$ cat config.mk
export PLATFORM = sky130hd
export DESIGN_NAME = uart_cts_tx
export DESIGN_NICKNAME = d
export VERILOG_FILES = /design/src/rtl/uart_cts_tx_pkg.sv /design/src/rtl/cts_sync.sv /design/src/rtl/tx_queue.sv /design/src/rtl/tx_frame_fsm.sv /design/src/rtl/uart_cts_tx.sv
export SDC_FILE = /design/constraint.sdc
export NUM_CORES = 1
export LEC_CHECK = 0
export ABC_CLOCK_PERIOD_IN_PS = 3700
export BUFFER_PORTS_ARGS = -buffer_cell sky130_fd_sc_hd__buf_2
export CAP_MARGIN = 20
export CORE_UTILIZATION = 50
export DETAILED_ROUTE_END_ITERATION = 7
export GPL_TIMING_DRIVEN = 0
export PLACE_DENSITY = 0.68
export SLEW_MARGIN = 15
export SYNTH_ARGS = -nofsm -noshare
export SYNTH_HDL_FRONTEND = slang
export SYNTH_HIERARCHICAL = 1
export SYNTH_SLANG_ARGS = --single-unit
$ cat constraint.sdc
create_clock -name clk -period 3.7 [get_ports clk]
set_input_delay 0.74 -clock clk [delete_from_list [all_inputs] [get_ports clk]]
set_output_delay 0.74 -clock clk [all_outputs]
set_load 0.02 [all_outputs]
$ cat src/rtl/uart_cts_tx_pkg.sv
package uart_cts_tx_pkg;

    typedef enum logic [2:0] {
        TX_IDLE,
        TX_HOLD,
        TX_START,
        TX_DATA,
        TX_STOP
    } tx_state_e;

endpackage

$ cat src/rtl/cts_sync.sv
module cts_sync #(
    parameter int STAGES = 2
) (
    input  logic clk,
    input  logic rst_n,
    input  logic async_i,
    output logic sync_o
);

    logic [STAGES-1:0] chain_q;

    // resets to the deasserted (high) level so nothing launches early
    always_ff @(posedge clk or negedge rst_n) begin
        if (!rst_n) chain_q <= '1;
        else        chain_q <= {chain_q[STAGES-2:0], async_i};
    end

    assign sync_o = chain_q[STAGES-1];

endmodule

$ cat src/rtl/tx_queue.sv
module tx_queue #(
    parameter int W     = 8,
    parameter int DEPTH = 4
) (
    input  logic         clk,
    input  logic         rst_n,
    input  logic         push_i,
    input  logic [W-1:0] push_data_i,
    input  logic         pop_i,
    output logic [W-1:0] head_o,
    output logic         full_o,
    output logic         empty_o
);

    localparam int AW = (DEPTH > 1) ? $clog2(DEPTH) : 1;
    localparam int CW = $clog2(DEPTH + 1);

    logic [W-1:0]  slot_q [DEPTH];
    logic [AW-1:0] wr_ptr_q, rd_ptr_q;
    logic [CW-1:0] count_q;

    function automatic logic [AW-1:0] bump(input logic [AW-1:0] p);
        return (p == AW'(DEPTH - 1)) ? '0 : p + 1'b1;
    endfunction

    always_ff @(posedge clk) begin
        if (push_i) slot_q[wr_ptr_q] <= push_data_i;
    end

    always_ff @(posedge clk or negedge rst_n) begin
        if (!rst_n) begin
            wr_ptr_q <= '0;
            rd_ptr_q <= '0;
            count_q  <= '0;
        end else begin
            if (push_i) wr_ptr_q <= bump(wr_ptr_q);
            if (pop_i)  rd_ptr_q <= bump(rd_ptr_q);
            unique case ({push_i, pop_i})
                2'b10:   count_q <= count_q + 1'b1;
                2'b01:   count_q <= count_q - 1'b1;
                default: count_q <= count_q;
            endcase
        end
    end

    assign head_o  = slot_q[rd_ptr_q];
    assign full_o  = (count_q == CW'(DEPTH));
    assign empty_o = (count_q == '0);

    // the frame engine never takes a byte from an empty queue
    p_no_pop_empty_r5: assert property (@(posedge clk) disable iff (!rst_n)
        pop_i |-> !empty_o);

    // occupancy never exceeds the queue depth
    p_count_bound_r4: assert property (@(posedge clk) disable iff (!rst_n)
        count_q <= CW'(DEPTH));

endmodule

$ cat src/rtl/tx_frame_fsm.sv
module tx_frame_fsm
    import uart_cts_tx_pkg::*;
#(
    parameter int W     = 8,
    parameter int TICKS = 16
) (
    input  logic         clk,
    input  logic         rst_n,
    input  logic         tick_i,
    input  logic         clear_i,
    input  logic         have_data_i,
    input  logic [W-1:0] data_i,
    output logic         pop_o,
    output logic         txd_o,
    output logic         busy_o
);

    localparam int CNT_W = $clog2(TICKS);
    localparam int IDX_W = $clog2(W);

    tx_state_e        state_q, state_d;
    logic [CNT_W-1:0] cnt_q, cnt_d;
    logic [IDX_W-1:0] idx_q, idx_d;
    logic [W-1:0]     shreg_q, shreg_d;

    logic bit_end;
    assign bit_end = tick_i && (cnt_q == CNT_W'(TICKS - 1));

    // next-state and datapath
    always_comb begin
        state_d = state_q;
        cnt_d   = cnt_q;
        idx_d   = idx_q;
        shreg_d = shreg_q;
        pop_o   = 1'b0;
        unique case (state_q)
            TX_IDLE, TX_HOLD: begin
                if (tick_i) begin
                    if (have_data_i && clear_i) begin
                        state_d = TX_START;
                        shreg_d = data_i;
                        cnt_d   = '0;
                        pop_o   = 1'b1;
                    end else if (have_data_i) begin
                        state_d = TX_HOLD;
                    end else begin
                        state_d = TX_IDLE;
                    end
                end
            end
            TX_START: begin
                if (tick_i) cnt_d = cnt_q + 1'b1;
                if (bit_end) begin
                    state_d = TX_DATA;
                    cnt_d   = '0;
                    idx_d   = '0;
                end
            end
            TX_DATA: begin
                if (tick_i) cnt_d = cnt_q + 1'b1;
                if (bit_end) begin
                    cnt_d   = '0;
                    shreg_d = shreg_q >> 1;
                    if (idx_q == IDX_W'(W - 1)) state_d = TX_STOP;
                    else                        idx_d   = idx_q + 1'b1;
                end
            end
            TX_STOP: begin
                if (tick_i) cnt_d = cnt_q + 1'b1;
                if (bit_end) begin
                    state_d = TX_IDLE;
                    cnt_d   = '0;
                end
            end
            default: state_d = TX_IDLE;
        endcase
    end

    // state register
    always_ff @(posedge clk or negedge rst_n) begin
        if (!rst_n) begin
            state_q <= TX_IDLE;
            cnt_q   <= '0;
            idx_q   <= '0;
            shreg_q <= '0;
        end else begin
            state_q <= state_d;
            cnt_q   <= cnt_d;
            idx_q   <= idx_d;
            shreg_q <= shreg_d;
        end
    end

    // outputs
    always_comb begin
        txd_o  = 1'b1;
        busy_o = 1'b0;
        unique case (state_q)
            TX_START: begin txd_o = 1'b0;       busy_o = 1'b1; end
            TX_DATA:  begin txd_o = shreg_q[0]; busy_o = 1'b1; end
            TX_STOP:  begin txd_o = 1'b1;       busy_o = 1'b1; end
            default:  begin txd_o = 1'b1;       busy_o = 1'b0; end
        endcase
    end

    // a start bit is only entered when clear-to-send was given
    p_start_gated_r7: assert property (@(posedge clk) disable iff (!rst_n)
        (state_q == TX_START && $past(state_q) != TX_START) |-> $past(clear_i));

    // without a tick the line holds its level
    p_hold_line_r3: assert property (@(posedge clk) disable iff (!rst_n)
        !tick_i |=> $stable(txd_o));

    // withdrawing clear-to-send never aborts the data phase
    p_frame_finishes_r6: assert property (@(posedge clk) disable iff (!rst_n)
        (state_q == TX_DATA && !clear_i) |=> (state_q == TX_DATA || state_q == TX_STOP));

endmodule

$ cat src/rtl/uart_cts_tx.sv
module uart_cts_tx #(
    parameter int DATA_W      = 8,
    parameter int QUEUE_DEPTH = 4,
    parameter int BIT_TICKS   = 16,
    parameter int SYNC_STAGES = 2
) (
    input  logic              clk,
    input  logic              rst_n,
    input  logic [DATA_W-1:0] wr_data,
    input  logic              wr_valid,
    output logic              wr_ready,
    input  logic              baud_tick,
    input  logic              cts_n,
    output logic              txd,
    output logic              tx_busy
);

    logic              cts_n_sync;
    logic              q_full, q_empty, q_pop;
    logic [DATA_W-1:0] q_head;

    cts_sync #(.STAGES(SYNC_STAGES)) u_sync (
        .clk     (clk),
        .rst_n   (rst_n),
        .async_i (cts_n),
        .sync_o  (cts_n_sync)
    );

    tx_queue #(.W(DATA_W), .DEPTH(QUEUE_DEPTH)) u_queue (
        .clk         (clk),
        .rst_n       (rst_n),
        .push_i      (wr_valid && wr_ready),
        .push_data_i (wr_data),
        .pop_i       (q_pop),
        .head_o      (q_head),
        .full_o      (q_full),
        .empty_o     (q_empty)
    );

    tx_frame_fsm #(.W(DATA_W), .TICKS(BIT_TICKS)) u_fsm (
        .clk         (clk),
        .rst_n       (rst_n),
        .tick_i      (baud_tick),
        .clear_i     (!cts_n_sync),
        .have_data_i (!q_empty),
        .data_i      (q_head),
        .pop_o       (q_pop),
        .txd_o       (txd),
        .busy_o      (tx_busy)
    );

    assign wr_ready = !q_full;

    // whenever no frame is in flight the line sits at mark
    p_busy_line_r9: assert property (@(posedge clk) disable iff (!rst_n)
        !tx_busy |-> txd);

endmodule

==> results of run 1 <==
==> worst register-to-register path: stages (launching register included) <==
cell and delay (ns):
dfrtp_1 0.46, nand2b_1 0.27, nor2_1 0.32, ha_1 0.25
inv_1 0.06, fa_1 0.37, xor2_1 0.15, nor2_1 0.11
xor2_1 0.16
==> state kept, by name, summed over array words and instances, names as in the netlist <==
name,count
u_queue/wr_ptr_q,2
u_queue/slot_q,32
u_fsm/cnt_q,4
u_sync/chain_q,2
u_fsm/idx_q,3
u_queue/count_q,3
u_fsm/shreg_q,8
u_queue/rd_ptr_q,2
u_fsm/state_q,3
==> report_power, final <==
group | internal [mW] | switching, mW
registers | 0.898 | 0.123
clock network | 0.233 | 0.225
logic | 0.421 | 0.437
total | 1.55 | 0.785
==> worst paths after layout <==
kind,end,slack [ns],cells past startpoint
max,tx_busy,1.28,4
min,u_sync/chain_q[1]$_DFF_PN1_,0.35,0
max reg2reg,u_queue/count_q[2]$_DFFE_PN0P_,1.48,8
min reg2reg,u_sync/chain_q[1]$_DFF_PN1_,0.35,0
max in group asynchronous,u_fsm/shreg_q[2]$_DFFE_PN0P_,2.89,1
min in group asynchronous,u_fsm/idx_q[0]$_DFFE_PN0P_,0.41,1
==> per-stage QoR <==
stage               power, mW  setup WS (ns)  std cells  hold slack [ns]
floorplan                1.68           1.54        183            0.345
global placement         1.82           1.23        268            0.348
detailed placement       1.90           1.09        268            0.357
CTS                      2.36           1.25        283            0.362
global route             2.51           1.16        283            0.361
finish                   2.34           1.28        283            0.354
==> final cells by class <==
cell class,instances,area [sq um]
tap,70,87.6
fill,393,2120
timing repair buffer,15,75.1
sequential,59,1640
clock buffer,11,131
multi-input combinational,106,1020
buffer,4,27.5
clock inverter,4,18.8
inverter,14,52.6
==> logic make-up after synthesis <==
| group | count (synthesis) | share of synthesized area, % |
|---|---|---|
| compound gates | 27 | 7.87 |
| buf+inv | 18 | 2.93 |
| xor+xnor | 3 | 0.961 |
| flops | 59 | 59.9 |
| fa+ha+maj | 10 | 4.85 |
| simple gates | 40 | 9.52 |
| mux | 26 | 14.0 |
==> cell usage in the layout (no fill, tap or decap), types with 2 or more instances in the layout <==
cell type and count:
clkbuf_1 3, mux2_2 17, clkinv_2 3, edfxtp_1 32, o21ai_0 7, and3_1 2, clkbuf_8 9, nand3_1 5
nand2b_1 4, xor2_1 2, nand2_1 7, nor2_1 3, dfstp_2 2, dfrtp_1 25, nor2b_1 3, mux4_2 8
inv_1 14, and2_1 4, buf_2 16, o311ai_1 3, ha_1 9, a21oi_1 2, o211ai_1 2
==> layer usage <==
metal	track usage, %	vias up	wire length, um
met2	29.7	29	2380
met1	20.3	794	1880
met3	5.18	4	157
met5	0	-	0
li1	-	747	-
met4	8.08	0	36
==> metrics, run 1 <==
Skew-Pair Late Insertion Delay=between 0.3 and 0.4 ns; Crit-path slowest cell=nor3b_2; most frequent cell after synthesis=edfxtp_1; vias in the first global route=1657; post-synth top area cell=edfxtp_1; Horiz. Die Dim=76.0 um; worst-path fanout max=10; DR vias/cell=5.56; CTS clk-pin slew, worst paths=approximately 0.070 ns; count of flip-flops with a built-in enable after synthesis=32; Clock Skews=between 0.008 and 0.009 ns; CP Capture Type=output port; status=finished clean; Initial DRT Pass Iterations=4; Area contributors post-synth=edfxtp_1 (35%), dfrtp_1 (23%), mux2_2 (7.0%); register area share after synthesis=between 50% and 60%; Final Wtd Congestion=around 0.76; die height=76.0 um; cts hold-fix bufs=0; synth warn=6; slowest stage delay, CP=between 0.4 and 0.5 ns; HP Start=u_sync/chain_q[0]$_DFF_PN1_; fraction of registers with async set or reset after synthesis=45.8%; Total Wirelength=between 4000 and 5000 um; RSZ-0062 raised after global routing=no; Yosys top cell area share=a little over a third; Max Cap Viol=0; Crit Path Class=flop to output port; initial core utilization=between 50% and 60%; post-DP HPWL=roughly 3100 um; Post-CTS Resized=0; Syn Std Cell Area=roughly 2700 sq um; pin count of the biggest net entering global routing=28; Final Cell Area=between 3000 and 4000 sq um; final setup vio count=0; Sink Count=59; DR WL/cell=between 15 and 20 um; Peak supply drop=423 uV; port buffer count=15; Layout Nets=approximately 230; FF-to-FF Start=u_fsm/state_q[2]$_DFFE_PN0P_; kind of cell adding the most delay to the critical path=simple AND/OR/NAND/NOR gates; Final Cycle Share=between 60% and 70%; Post-CTS Setup Inserts=0; Slew Viols, Final=0; Mapped Cells=between 150 and 200; TritonCTS clock tree=built; WP buf/inv=2; Final Util=58.9%; global-route wire length before repair=7570 um; relative slew slack=between 60% and 70%; worst slew pin tran=0.595 ns; total track usage=between 10% and 20%; P&R area growth vs syn=11.4%; CTS H-tree lvls=3; Core Rows=26; final hold violations=0; HP Class=flop to flop; Root Driver=clkbuf_8; CTS max path bufs=2; initial antenna violation count=0; startpoint types=flop; DIE AREA=5770 sq um; ANT nets after route=0; Fin Setup TNS=0 ns; synth unique cells=a little over 50; cts bufs inserted=9; required time worst endpoint=approximately 3.0 ns; Mean Syn Cell Area=around 15 sq um; gr ovfl total=0; dpl cell area=just under 3000 sq um; io pins=16; starting DRC count in detailed routing=73; Fmax=between 0.4 and 0.5 GHz; share of post-route cells with drive strength above 1=30.0%; cells along the critical path=buf_4, nor3b_2, or2_2, buf_2; DRC violations left=0; Vias=approximately 1600; flops & latches, synth=59; Core Region=between 5000 and 6000 sq um; Leak=between 1 and 1.5 nW; diodes inserted=0; CP startpoint=u_fsm/state_q[1]$_DFFE_PN0P_; Worst Path Arrival=~1.7 ns; Synth Flop Type=edfxtp_1; fin crit period=2.42 ns; Commonest cells post-synth=edfxtp_1 (32), dfrtp_1 (25), mux2_2 (17); pwr dens=between 700 and 800 nW/um^2; syn_nets=roughly 200
Note: power is estimated with default switching activity, not from simulation.
==> run 2, diff against run 1 <==
--- a/config.mk
+++ b/config.mk
@@ -5,13 +5,13 @@
 export SDC_FILE = /design/constraint.sdc
 export NUM_CORES = 1
 export LEC_CHECK = 0
-export ABC_CLOCK_PERIOD_IN_PS = 3700
+export ABC_CLOCK_PERIOD_IN_PS = 2000
 export BUFFER_PORTS_ARGS = -buffer_cell sky130_fd_sc_hd__buf_2
 export CAP_MARGIN = 20
 export CORE_UTILIZATION = 50
 export DETAILED_ROUTE_END_ITERATION = 7
 export GPL_TIMING_DRIVEN = 0
-export PLACE_DENSITY = 0.68
+export PLACE_DENSITY = 0.7
 export SLEW_MARGIN = 15
 export SYNTH_ARGS = -nofsm -noshare
 export SYNTH_HDL_FRONTEND = slang
==> constraint.sdc (replaced) <==
create_clock -name clk -period 2 [get_ports clk]
set_input_delay 0.4 -clock clk [delete_from_list [all_inputs] [get_ports clk]]
set_output_delay 0.4 -clock clk [all_outputs]
set_load 0.02 [all_outputs]
==> run 2 against run 1 <==
  * Total power grew 100%
  * Largest power group unchanged
  * Global-route usage up 1.4 points
  * Core utilization is 4.0 points higher
  * Cell count increased by 3.9%
  * Die area unchanged
  * Worst setup slack lost 1.2 ns
  * Clock power increased by 150%
  * Critical path depth unchanged
==> metrics, run 2 (synthesis gave the netlist of run 1 again) <==
Skew-Pair Late Insertion Delay=roughly 0.32 ns; initial antenna violation count=0; top flop regs=u_queue/slot_q (32), u_fsm/shreg_q (8), u_fsm/cnt_q (4); dpl cell area=2900 sq um; commonest cells after routing, fill and taps aside=edfxtp_1 (32), dfrtp_1 (24), mux2_2 (17); P&R area growth vs syn=19.1%; port buffer count=15; Top Metal Used=met4; wire length on met2=around 2600 um; most common cell after layout, fill and taps aside=edfxtp_1; cts bufs inserted=9; ANT nets after route=0; TritonCTS clock tree=built; CP Capture Type=output port; FF-to-FF Start=u_queue/count_q[1]$_DFFE_PN0P_; slowest stage delay, CP=just over 0.4 ns; pin count of the biggest net entering global routing=28; initial core utilization=52.9%; starting DRC count in detailed routing=55; final hold violations=0; vias in the first global route=1734; share of post-route cells with drive strength above 1=roughly two fifths; cts hold-fix bufs=0; CTS clk-pin slew, worst paths=roughly 0.070 ns; total power=around 4.8 mW; cells along the critical path=buf_6, nor2b_4, or2_2, buf_2; total track usage=between 10% and 20%; DRC violations left=0; Total Wirelength=approximately 4800 um; Final Instance Count excl. Fillers=slightly below 300; relative slew slack=59.4%; Top reg by flops=u_queue/slot_q; hold slack=roughly 0.08 ns; Sink Count=slightly below 60; fin crit period=between 1.5 and 2 ns; required time worst endpoint=1.60 ns; pwr dens=between 1000 and 1500 nW/um^2; post-DP HPWL=~3300 um; worst slew pin tran=slightly above 0.6 ns; HP Class=primary input to asynchronous set/reset pin; Met1 Routed Length=1910 um; DR vias/cell=5.42; Core Region=~5200 sq um; worst setup margin=approximately 0.11 ns; Vias=between 1500 and 2000; Core Rows=26; Layout Nets=242; pre-CTS setup slack=-0.286 ns; Clock Skews=approximately 0.0096 ns; Final Cell Area=3260 sq um; Horiz. Die Dim=roughly 76 um; Fmax=~0.53 GHz; met3 routed wirelength=between 200 and 250 um; CTS max path bufs=2; Slew Viols, Final=0; FF-to-FF End=u_queue/count_q[2]$_DFFE_PN0P_; die height=about 76 um; io pins=16; global-route wire length before repair=a little over 8000 um; Max Cap Viol=0; DR WL/cell=between 15 and 20 um; Peak supply drop=between 700 and 800 uV; final setup vio count=0; FF-to-FF setup slack=approximately 0.12 ns; Root Driver=clkbuf_8; Crit-path slowest cell=dfrtp_1; Largest register FFs=32; placed insts=268; Final Util=a little over three fifths; Worst Path Arrival=1.49 ns; reg2reg path depth=10; Leak=1.32 nW; Crit Path Class=flop to output port; gr ovfl total=0; status=finished clean; kind of cell adding the most delay to the critical path=simple AND/OR/NAND/NOR gates; diodes inserted=0; DIE AREA=a little under 6000 sq um; worst-path fanout max=10; Fin Setup TNS=0 ns; startpoint types=flop; CTS H-tree lvls=3; WP buf/inv=2; Initial DRT Pass Iterations=4; Final Wtd Congestion=between 0.7 and 0.8; Final Cycle Share=a little over nine tenths
## run 2: changes by cell type in the layout (fill, tap and decap cells not counted), sizes merged
cell      delta
clkbuf       -2
clkinv       -1
buf         +10
bufinv       +2
clkinvlp     +2
## run 2: power breakdown
| part | internal [mW] | leakage (nW) | switching [mW] | total, mW |
|---|---|---|---|---|
| clock | 0.696 | 0.103 | 0.447 | 1.14 |
| combinational | 0.866 | 0.615 | 0.860 | 1.73 |
| sequential | 1.66 | 0.606 | 0.237 | 1.90 |
| total | 3.22 | 1.32 | 1.54 | 4.77 |
## run 2: repair_timing
item | CTS | global route
buffers inserted | 3 | 7
endpoints found under the hold margin | 0 | 0
pin swaps | 1 | 5
resized for setup | 8 | 13
setup endpoints to repair | 3 | 4
## run 2: metal layers
| metal | track usage, % | up-vias |
|---|---|---|
| li1 | - | 763 |
| met1 | 20.7 | 789 |
| met2 | 32.8 | 31 |
| met3 | 6.39 | 10 |
| met4 | 8.85 | 0 |
| met5 | 0 | - |
## run 2: cell type report
cell class,instances,area [sq um]
fillers,379,1920
flip-flops and latches,59,1640
multi-input cells,106,1080
repair buffers,25,150
clock buffers,9,124
clock inverters,7,92.6
well taps,70,87.6
inverters,14,52.6
plain buffers,4,32.5
## run 2: worst max-delay path by stage
| stage | start | endpoint | depth (start not counted) |
|---|---|---|---|
| finish | u_fsm/state_q[1]$_DFFE_PN0P_ | tx_busy | 4 |
| global route | u_queue/count_q[1]$_DFFE_PN0P_ | u_queue/count_q[2]$_DFFE_PN0P_ | 10 |
| global placement | baud_tick | u_queue/count_q[2]$_DFFE_PN0P_ | 9 |
| detailed placement | baud_tick | u_queue/count_q[2]$_DFFE_PN0P_ | 9 |
| floorplan | u_fsm/state_q[2]$_DFFE_PN0P_ | u_queue/count_q[2]$_DFFE_PN0P_ | 8 |
| CTS | u_queue/count_q[0]$_DFFE_PN0P_ | u_queue/count_q[2]$_DFFE_PN0P_ | 10 |
## run 2: worst reg2reg max path, delay by kind of cell (launching register included)
family / cells / cell delay, ns
adders and majority gates: 2 / 0.45
and+or+nand+nor: 3 / 0.40
DFF: 1 / 0.39
xor gates and xnor gates: 2 / 0.32
buffers and inverters: 3 / 0.24
